`src/rtl/mw_pkg.sv`:
```
package mw_pkg;
  typedef enum logic [2:0] {
    ST_IDLE, ST_HDR, ST_DATA, ST_PEND, ST_READ, ST_HOLD
  } fe_state_e;

  typedef enum logic [1:0] {
    PK_WRITE, PK_ERASE, PK_ERAL, PK_WRALL
  } prog_kind_e;

  localparam logic [1:0] OP_EXT   = 2'b00;
  localparam logic [1:0] OP_WRITE = 2'b01;
  localparam logic [1:0] OP_READ  = 2'b10;
  localparam logic [1:0] OP_ERASE = 2'b11;

  localparam logic [1:0] EX_WDIS  = 2'b00;
  localparam logic [1:0] EX_WRALL = 2'b01;
  localparam logic [1:0] EX_ERAL  = 2'b10;
  localparam logic [1:0] EX_WEN   = 2'b11;
endpackage

```
`src/rtl/mw_sync.sv`:
```
module mw_sync #(
  parameter int W      = 1,
  parameter int STAGES = 2
) (
  input  logic         clk_i,
  input  logic         rst_ni,
  input  logic [W-1:0] d_i,
  output logic [W-1:0] q_o
);
  logic [W-1:0] pipe_q [STAGES];

  always_ff @(posedge clk_i or negedge rst_ni) begin
    if (!rst_ni) begin
      for (int i = 0; i < STAGES; i++) pipe_q[i] <= '0;
    end else begin
      pipe_q[0] <= d_i;
      for (int i = 1; i < STAGES; i++) pipe_q[i] <= pipe_q[i-1];
    end
  end

  assign q_o = pipe_q[STAGES-1];
endmodule

```
`src/rtl/mw_word_array.sv`:
```
module mw_word_array #(
  parameter int AW = 6,
  parameter int DW = 16
) (
  input  logic          clk_i,
  input  logic          rst_ni,
  input  logic          we_one_i,
  input  logic          we_all_i,
  input  logic [AW-1:0] waddr_i,
  input  logic [DW-1:0] wdata_i,
  input  logic [AW-1:0] raddr_i,
  output logic [DW-1:0] rdata_o
);
  localparam int DEPTH = 1 << AW;

  logic [DEPTH-1:0][DW-1:0] rows;

  for (genvar w = 0; w < DEPTH; w++) begin : g_word
    logic [DW-1:0] word_q;
    always_ff @(posedge clk_i or negedge rst_ni) begin
      if (!rst_ni) word_q <= '1;
      else if (we_all_i || (we_one_i && waddr_i == AW'(w))) word_q <= wdata_i;
    end
    assign rows[w] = word_q;
  end

  assign rdata_o = rows[raddr_i];

  AST_ONE_WRITE_KIND: assert property (@(posedge clk_i) disable iff (!rst_ni)
    !(we_one_i && we_all_i));
endmodule

```
`src/rtl/mw_prog_ctl.sv`:
```
module mw_prog_ctl #(
  parameter int PROG_CYCLES = 1000
) (
  input  logic clk_i,
  input  logic rst_ni,
  input  logic go_i,
  input  logic start_i,
  output logic busy_o,
  output logic show_o
);
  localparam int CW = $clog2(PROG_CYCLES + 1);

  logic [CW-1:0] cnt_q;
  logic          busy_q, show_q;

  always_ff @(posedge clk_i or negedge rst_ni) begin
    if (!rst_ni) begin
      cnt_q  <= '0;
      busy_q <= 1'b0;
      show_q <= 1'b0;
    end else begin
      if (go_i) begin
        busy_q <= 1'b1;
        cnt_q  <= CW'(PROG_CYCLES - 1);
      end else if (busy_q) begin
        if (cnt_q == '0) busy_q <= 1'b0;
        else cnt_q <= cnt_q - 1'b1;
      end
      if (go_i) show_q <= 1'b1;
      else if (start_i) show_q <= 1'b0;
    end
  end

  assign busy_o = busy_q;
  assign show_o = show_q;

  AST_GO_NOT_BUSY: assert property (@(posedge clk_i) disable iff (!rst_ni)
    go_i |-> !busy_q);
  AST_BUSY_FROM_GO: assert property (@(posedge clk_i) disable iff (!rst_ni)
    $rose(busy_q) |-> $past(go_i));
endmodule

```
`src/rtl/mw_cmd_fe.sv`:
```
module mw_cmd_fe
  import mw_pkg::*;
#(
  parameter int AW = 6,
  parameter int DW = 16
) (
  input  logic          clk_i,
  input  logic          rst_ni,
  input  logic          cs_i,
  input  logic          sk_i,
  input  logic          di_i,
  input  logic          busy_i,
  input  logic [DW-1:0] rdata_i,
  output logic [AW-1:0] raddr_o,
  output logic          start_o,
  output logic          go_o,
  output prog_kind_e    kind_o,
  output logic [AW-1:0] addr_o,
  output logic [DW-1:0] data_o,
  output logic          rd_active_o,
  output logic          rd_do_o
);
  localparam int HDR_W = 2 + AW;
  localparam int MAXB  = (DW > HDR_W) ? DW : HDR_W;
  localparam int CNT_W = $clog2(MAXB + 1);

  fe_state_e        state_q;
  prog_kind_e       kind_q;
  logic [CNT_W-1:0] cnt_q;
  logic [HDR_W-2:0] hdr_q;
  logic [HDR_W-1:0] hdr_full;
  logic [DW-1:0]    data_q, rsh_q;
  logic [AW-1:0]    addr_q;
  logic [1:0]       op, ext;
  logic             sk_q, cs_q, do_q, wen_q;
  logic             sk_rise, cs_fall;

  assign sk_rise  = cs_i && sk_i && !sk_q;
  assign cs_fall  = !cs_i && cs_q;
  assign hdr_full = {hdr_q, di_i};
  assign op       = hdr_full[HDR_W-1 -: 2];
  assign raddr_o  = hdr_full[AW-1:0];
  assign ext      = raddr_o[AW-1 -: 2];
  assign start_o  = sk_rise && (state_q == ST_IDLE) && di_i && !busy_i;

  always_ff @(posedge clk_i or negedge rst_ni) begin
    if (!rst_ni) begin
      state_q <= ST_IDLE;
      kind_q  <= PK_WRITE;
      cnt_q   <= '0;
      hdr_q   <= '0;
      data_q  <= '0;
      rsh_q   <= '0;
      addr_q  <= '0;
      sk_q    <= 1'b0;
      cs_q    <= 1'b0;
      do_q    <= 1'b0;
      wen_q   <= 1'b0;
    end else begin
      sk_q <= sk_i;
      cs_q <= cs_i;
      if (!cs_i) begin
        state_q <= ST_IDLE;
        cnt_q   <= '0;
        do_q    <= 1'b0;
      end else if (sk_rise) begin
        unique case (state_q)
          ST_IDLE: if (start_o) begin
            state_q <= ST_HDR;
            cnt_q   <= '0;
          end
          ST_HDR: begin
            hdr_q <= hdr_full[HDR_W-2:0];
            cnt_q <= cnt_q + 1'b1;
            if (cnt_q == CNT_W'(HDR_W - 1)) begin
              addr_q <= raddr_o;
              cnt_q  <= '0;
              unique case (op)
                OP_READ: begin
                  rsh_q   <= rdata_i;
                  do_q    <= 1'b0;
                  state_q <= ST_READ;
                end
                OP_WRITE: begin
                  kind_q  <= PK_WRITE;
                  state_q <= ST_DATA;
                end
                OP_ERASE: begin
                  kind_q  <= PK_ERASE;
                  state_q <= ST_PEND;
                end
                default: begin
                  unique case (ext)
                    EX_WEN:   begin wen_q <= 1'b1; state_q <= ST_HOLD; end
                    EX_WDIS:  begin wen_q <= 1'b0; state_q <= ST_HOLD; end
                    EX_ERAL:  begin kind_q <= PK_ERAL; state_q <= ST_PEND; end
                    default:  begin kind_q <= PK_WRALL; state_q <= ST_DATA; end
                  endcase
                end
              endcase
            end
          end
          ST_DATA: begin
            data_q <= {data_q[DW-2:0], di_i};
            cnt_q  <= cnt_q + 1'b1;
            if (cnt_q == CNT_W'(DW - 1)) state_q <= ST_PEND;
          end
          ST_READ: begin
            do_q  <= rsh_q[DW-1];
            rsh_q <= {rsh_q[DW-2:0], 1'b0};
          end
          default: ;
        endcase
      end
    end
  end

  assign go_o        = cs_fall && (state_q == ST_PEND) && wen_q;
  assign kind_o      = kind_q;
  assign addr_o      = addr_q;
  assign data_o      = data_q;
  assign rd_active_o = (state_q == ST_READ);
  assign rd_do_o     = do_q;

  AST_IDLE_AFTER_CS_LOW: assert property (@(posedge clk_i) disable iff (!rst_ni)
    !$past(cs_i) |-> state_q == ST_IDLE);
  AST_READ_DO_ON_EDGE: assert property (@(posedge clk_i) disable iff (!rst_ni)
    (state_q == ST_READ && $past(state_q == ST_READ) && !$past(sk_rise)) |-> $stable(do_q));
  AST_NO_START_BUSY: assert property (@(posedge clk_i) disable iff (!rst_ni)
    (busy_i && $past(state_q == ST_IDLE)) |-> state_q == ST_IDLE);
endmodule

```
`src/rtl/mw_eeprom.sv`:
```
module mw_eeprom
  import mw_pkg::*;
#(
  parameter int AW          = 6,
  parameter int DW          = 16,
  parameter int SYNC_STAGES = 2,
  parameter int PROG_CYCLES = 1000
) (
  input  logic clk_i,
  input  logic rst_ni,
  input  logic cs_i,
  input  logic sk_i,
  input  logic di_i,
  output logic do_o,
  output logic do_oe_o
);
  logic [2:0]    pins_s;
  logic          cs_s, sk_s, di_s;
  logic          busy, show, start, go, rd_active, rd_do;
  prog_kind_e    kind;
  logic [AW-1:0] raddr, paddr;
  logic [DW-1:0] rdata, pdata, wdata;
  logic          we_one, we_all;

  mw_sync #(.W(3), .STAGES(SYNC_STAGES)) u_sync (
    .clk_i(clk_i), .rst_ni(rst_ni), .d_i({cs_i, sk_i, di_i}), .q_o(pins_s)
  );
  assign {cs_s, sk_s, di_s} = pins_s;

  mw_cmd_fe #(.AW(AW), .DW(DW)) u_fe (
    .clk_i(clk_i), .rst_ni(rst_ni), .cs_i(cs_s), .sk_i(sk_s), .di_i(di_s),
    .busy_i(busy), .rdata_i(rdata), .raddr_o(raddr), .start_o(start),
    .go_o(go), .kind_o(kind), .addr_o(paddr), .data_o(pdata),
    .rd_active_o(rd_active), .rd_do_o(rd_do)
  );

  mw_prog_ctl #(.PROG_CYCLES(PROG_CYCLES)) u_prog (
    .clk_i(clk_i), .rst_ni(rst_ni), .go_i(go), .start_i(start),
    .busy_o(busy), .show_o(show)
  );

  assign we_one = go && (kind == PK_WRITE || kind == PK_ERASE);
  assign we_all = go && (kind == PK_WRALL || kind == PK_ERAL);
  assign wdata  = (kind == PK_ERASE || kind == PK_ERAL) ? '1 : pdata;

  mw_word_array #(.AW(AW), .DW(DW)) u_array (
    .clk_i(clk_i), .rst_ni(rst_ni), .we_one_i(we_one), .we_all_i(we_all),
    .waddr_i(paddr), .wdata_i(wdata), .raddr_i(raddr), .rdata_o(rdata)
  );

  assign do_o    = rd_active ? rd_do : !busy;
  assign do_oe_o = cs_s && (rd_active || show);

  AST_READ_NOT_BUSY: assert property (@(posedge clk_i) disable iff (!rst_ni)
    rd_active |-> !busy);
  AST_OE_NEEDS_CS: assert property (@(posedge clk_i) disable iff (!rst_ni)
    !$past(cs_i) && !cs_s |-> !do_oe_o);
endmodule

```
`config.mk`:
```
export PLATFORM = sky130hd
export DESIGN_NAME = mw_eeprom
export DESIGN_NICKNAME = d
export VERILOG_FILES = /design/src/rtl/mw_pkg.sv /design/src/rtl/mw_sync.sv /design/src/rtl/mw_word_array.sv /design/src/rtl/mw_prog_ctl.sv /design/src/rtl/mw_cmd_fe.sv /design/src/rtl/mw_eeprom.sv
export SDC_FILE = /design/constraint.sdc
export NUM_CORES = 2
export LEC_CHECK = 0
export ABC_AREA = 1
export BUFFER_PORTS_ARGS = -buffer_cell sky130_fd_sc_hd__buf_4
export CAP_MARGIN = 20
export CORE_MARGIN = 2
export CORE_UTILIZATION = 41
export DETAILED_ROUTE_END_ITERATION = 12
export PLACE_DENSITY_LB_ADDON = 0.05
export SYNTH_ARGS = -nofsm -noshare
export SYNTH_HDL_FRONTEND = slang
export SYNTH_SLANG_ARGS = --single-unit
```
`constraint.sdc`:
```
create_clock -name clk_i -period 2.87 [get_ports clk_i]
set_input_delay 0.287 -clock clk_i [delete_from_list [all_inputs] [get_ports clk_i]]
set_output_delay 0.287 -clock clk_i [all_outputs]
set_load 0.05 [all_outputs]
```
==> impl_metrics.env <==
export IMPL_drt_first_pass_iters=8
export IMPL_max_cap_violations=0
export IMPL_port_buffer_count=6
export IMPL_synth_cell_types=34
export IMPL_diodes=0
export IMPL_fmax_ghz=0.3736
export IMPL_finalCoreUtilization=0.4646
export IMPL_netlist_area_um2=54840
export IMPL_critical_path_arrival_ns=3.38
export IMPL_cts_sinks=1101
export IMPL_drc=0
export IMPL_leakage_nw=26.31
export IMPL_cts_tree="done"
export IMPL_slew_headroom=0.4375
export IMPL_post_cts_buffers=0
export IMPL_tns_ns=0
export IMPL_critPathMaxStageDelay_ns=0.49
export IMPL_synthCells=6971
export IMPL_rr_worst_depth=9
export IMPL_drive_gt1_frac=0.2285
export IMPL_track_usage=0.2823
export IMPL_synth_top_area_cell="dfstp_2"
export IMPL_vias=47910
export IMPL_cts_clk_slew_worst_paths_ns=0.06
export IMPL_grt_pass1_vias=45692
export IMPL_layout_nets=6760
export IMPL_hpwl_um=114800
export IMPL_clockPowerShare=0.402
export IMPL_die_w_um=369.7
export IMPL_seq_power_share=0.377
export IMPL_drtIter0Drc=4625
export IMPL_numCtsBuffers=133
export IMPL_power_density_nw_per_um2=680.2
export IMPL_yosys_warnings=0
export IMPL_yosysTopAreaCellShare=0.4907
export IMPL_critical_path_class="reg2reg"
export IMPL_htreeDepth=4
export IMPL_ios=7
export IMPL_cp_max_fo=17
export IMPL_antenna_found_initial=4
export IMPL_worst_pin_slew_ns=0.8438
export IMPL_hold_viol=0
export IMPL_rows=134
export IMPL_yosysSeqAreaShare=0.5258
export IMPL_wl_per_cell_um=22.48
export IMPL_overflow=0
export IMPL_r2r_slack_ns=0.19
export IMPL_p_switching_w=0.01388
export IMPL_viasPerCell=5.558
export IMPL_clk_latency_ns=0.77
export IMPL_cts_root_buffer="clkbuf_16"
export IMPL_final_common_cell="nand2_1"
export IMPL_postSynthAreaPerCell_um2=7.866
export IMPL_met2_length_um=86320
export IMPL_min_path_cells=2
export IMPL_peakVddDrop_v=0.0005524
export IMPL_crit_path_frequent_cell="nand2_1"
export IMPL_gp_congestion=0.8564
export IMPL_cp_start_kind="flip-flop"
export IMPL_initial_core_util=0.4119
export IMPL_fillers=13300
export IMPL_synth_area_leaders="dfstp_2 49%, nand2_1 17%, nand3_1 13%, a31oi_1 5.4%, nor2_1 3.8%"
export IMPL_wirelength_um=193800
export IMPL_pwr_share_comb=0.221
export IMPL_areaGrowthSynthToFinish_pct=12.78
export IMPL_crit_slowest_cell="nor3_4"
export IMPL_synth_nets=6986
export IMPL_final_min_clock_period_ns=2.677
export IMPL_outcome="complete, no violations"
export IMPL_internal_power_w=0.02819
export IMPL_required_ns=3.58
export IMPL_timing_rr_end="u_array.g_word[61].word_q[8]$_DFFE_PN1P_"
export IMPL_fin_crit_sh=0.9327
export IMPL_coreArea_um2=133100
export IMPL_holdPathEnd="u_sync.pipe_q[3]$_DFF_PN0_"
export IMPL_ant_nets=0
export IMPL_crit_reg2reg_launch="u_fe.state_q[2]$_DFFE_PN0P_"
export IMPL_worstHoldStart="di_i"
export IMPL_final_cell_mix="2525 x nand2_1, 1457 x nand3_1, 1024 x dfstp_2"
export IMPL_maxSlewViolCount=0
export IMPL_synth_async_sr_flop_share=1.000
export IMPL_die_h_um=369.7
export IMPL_crit_path_end_kind="flip-flop"
export IMPL_cp_cell_sequence="nor4_4 > o21ai_2 > nor3_4 > buf_4 > nand2_2 > nand2_1 > buf_4 > nand2_1 > nand2_1"
export IMPL_switching_share=0.3300
export IMPL_clockBufferDepth=3
export IMPL_synthFlopType="dfstp_2"
export IMPL_setup_violations_final=0
export IMPL_synth_edff_count=0
export IMPL_skew_ns=0.03199
export IMPL_wl_met1_um=91570
export IMPL_ys_seq_elements=1101
export IMPL_routed_top_layer="met4"
export IMPL_rsz0062_at_grt="no"
export IMPL_min_path_type="in2reg"
export IMPL_met3_length_um=10900
export IMPL_die_area_um2=136700
export IMPL_grt_max_degree=142
export IMPL_grt_pass1_wl_um=297500
==> synthesized netlist by cell type, types with 2 or more instances <==
cell	n
nor3_4	2
nor3_1	3
ha_1	10
nand3_1	1457
dfstp_2	1024
o21ai_0	57
nand2_4	20
a21oi_1	17
buf_1	34
o22ai_1	2
inv_2	3
clkinv_1	11
o21ai_1	2
buf_4	12
o211ai_1	2
nor2_1	549
dfrtp_1	77
buf_2	173
buf_6	23
nand4_1	4
a31oi_1	476
clkbuf_1	378
nand2_2	34
inv_1	52
nand2_1	2540
==> layout make-up <==
type	instances	area (um2)	area share
Inverter	66	275.3	0.004451
Clock buffer	213	4021	0.06503
Tap cell	1768	2212	0.03577
Timing Repair Buffer	259	3126	0.05054
Sequential cell	1101	28850	0.4664
Multi-Input combinational cell	5184	23050	0.3727
Clock inverter	29	312.8	0.005058
==> how the worst max path moves through the flow <==
stage | start | endpoint | slack (ns) | cells past startpoint
4_1_cts | u_fe.state_q[2]$_DFFE_PN0P_ | u_array.g_word[54].word_q[8]$_DFFE_PN1P_ | 0.23 | 8
6_report | u_fe.state_q[2]$_DFFE_PN0P_ | u_array.g_word[61].word_q[8]$_DFFE_PN1P_ | 0.19 | 9
3_3_place_gp | u_fe.hdr_q[0]$_DFFE_PN0P_ | u_fe.rsh_q[10]$_DFFE_PN0P_ | 0.28 | 12
2_1_floorplan | u_fe.state_q[1]$_DFFE_PN0P_ | do_o | 0.59 | 4
5_1_grt | u_fe.state_q[2]$_DFFE_PN0P_ | u_array.g_word[59].word_q[14]$_DFFE_PN1P_ | 0.009 | 7
3_5_place_dp | u_fe.state_q[2]$_DFFE_PN0P_ | u_array.g_word[61].word_q[14]$_DFFE_PN1P_ | 0.24 | 9
==> power by group through the flow <==
stage | combinational, W | clock, W | sequential, W
after floorplan | 0.00488 | 0 | 0.0160
after global placement | 0.00919 | 0 | 0.0161
after detailed placement | 0.00916 | 0 | 0.0161
after CTS | 0.00918 | 0.0173 | 0.0159
after global routing | 0.00996 | 0.0179 | 0.0159
final | 0.00928 | 0.0169 | 0.0159
==> per-layer routing <==
metal / vias to the layer above / global-route usage
met2: 1502 / 0.4291
met1: 23562 / 0.4188
met3: 239 / 0.03785
met5: - / 0
met4: 0 / 0.08083
li1: 22607 / -
==> flip-flops by register name, summed over array words and instances, names as in the netlist <==
| register | cells |
|---|---|
| u_fe.cs_q | 1 |
| u_array.g_word.word_q | 1024 |
| u_sync.q_o | 3 |
| u_fe.data_o | 16 |
| u_fe.kind_o | 2 |
| u_fe.wen_q | 1 |
| u_fe.addr_o | 6 |
| u_fe.sk_q | 1 |
| u_sync.pipe_q | 3 |
| u_fe.rsh_q | 16 |
| u_prog.show_o | 1 |
| u_fe.state_q | 3 |
| u_prog.cnt_q | 10 |
| u_fe.hdr_q | 7 |
| u_prog.busy_o | 1 |
| u_fe.cnt_q | 5 |
| u_fe.rd_do_o | 1 |
==> timing repair <==
| item | in CTS | in global routing |
|---|---|---|
| hold buffers | 4 | 0 |
| endpoints found under the hold margin | 137 | 0 |
| resized for setup | 0 | 0 |
==> cell families (layout without fill, tap and decap cells) <==
| family | Yosys count | in the layout | synth area share |
|---|---|---|---|
| XOR/XNOR | 1 | 1 | 0.0001598 |
| AO/OA/AOI/OAI | 560 | 560 | 0.06234 |
| adder cells (fa/ha/maj) | 10 | 10 | 0.002282 |
| multiplexers | 1 | 1 | 0.0001825 |
| buffers and inverters | 686 | 567 | 0.05488 |
| flip-flops | 1101 | 1101 | 0.5258 |
| AND/OR/NAND/NOR | 4612 | 4612 | 0.3544 |
==> per-stage QoR <==
step                hold WS (ns)  power, W  worst slack [ns]  std cells  cell area, um2
floorplan              -0.008591   0.02089            0.5938       6971           54840
global placement          0.3522   0.02527            0.2815       8374           57470
detailed placement        0.3419   0.02524            0.2393       8374           57470
CTS                       0.1419   0.04236            0.2321       8620           61840
global route              0.1691   0.04375          0.008526       8620           61840
finish                    0.1873   0.04207            0.1933       8620           61840
==> critical path: cells and delay by family (launching register included) <==
kind | cells | cell delay (ns)
AO/OA/AOI/OAI | 1 | 0.21
flip-flops | 1 | 0.44
buffers and inverters | 2 | 0.53
AND/OR/NAND/NOR | 6 | 1.44
Power figures use the tool's default switching activity.
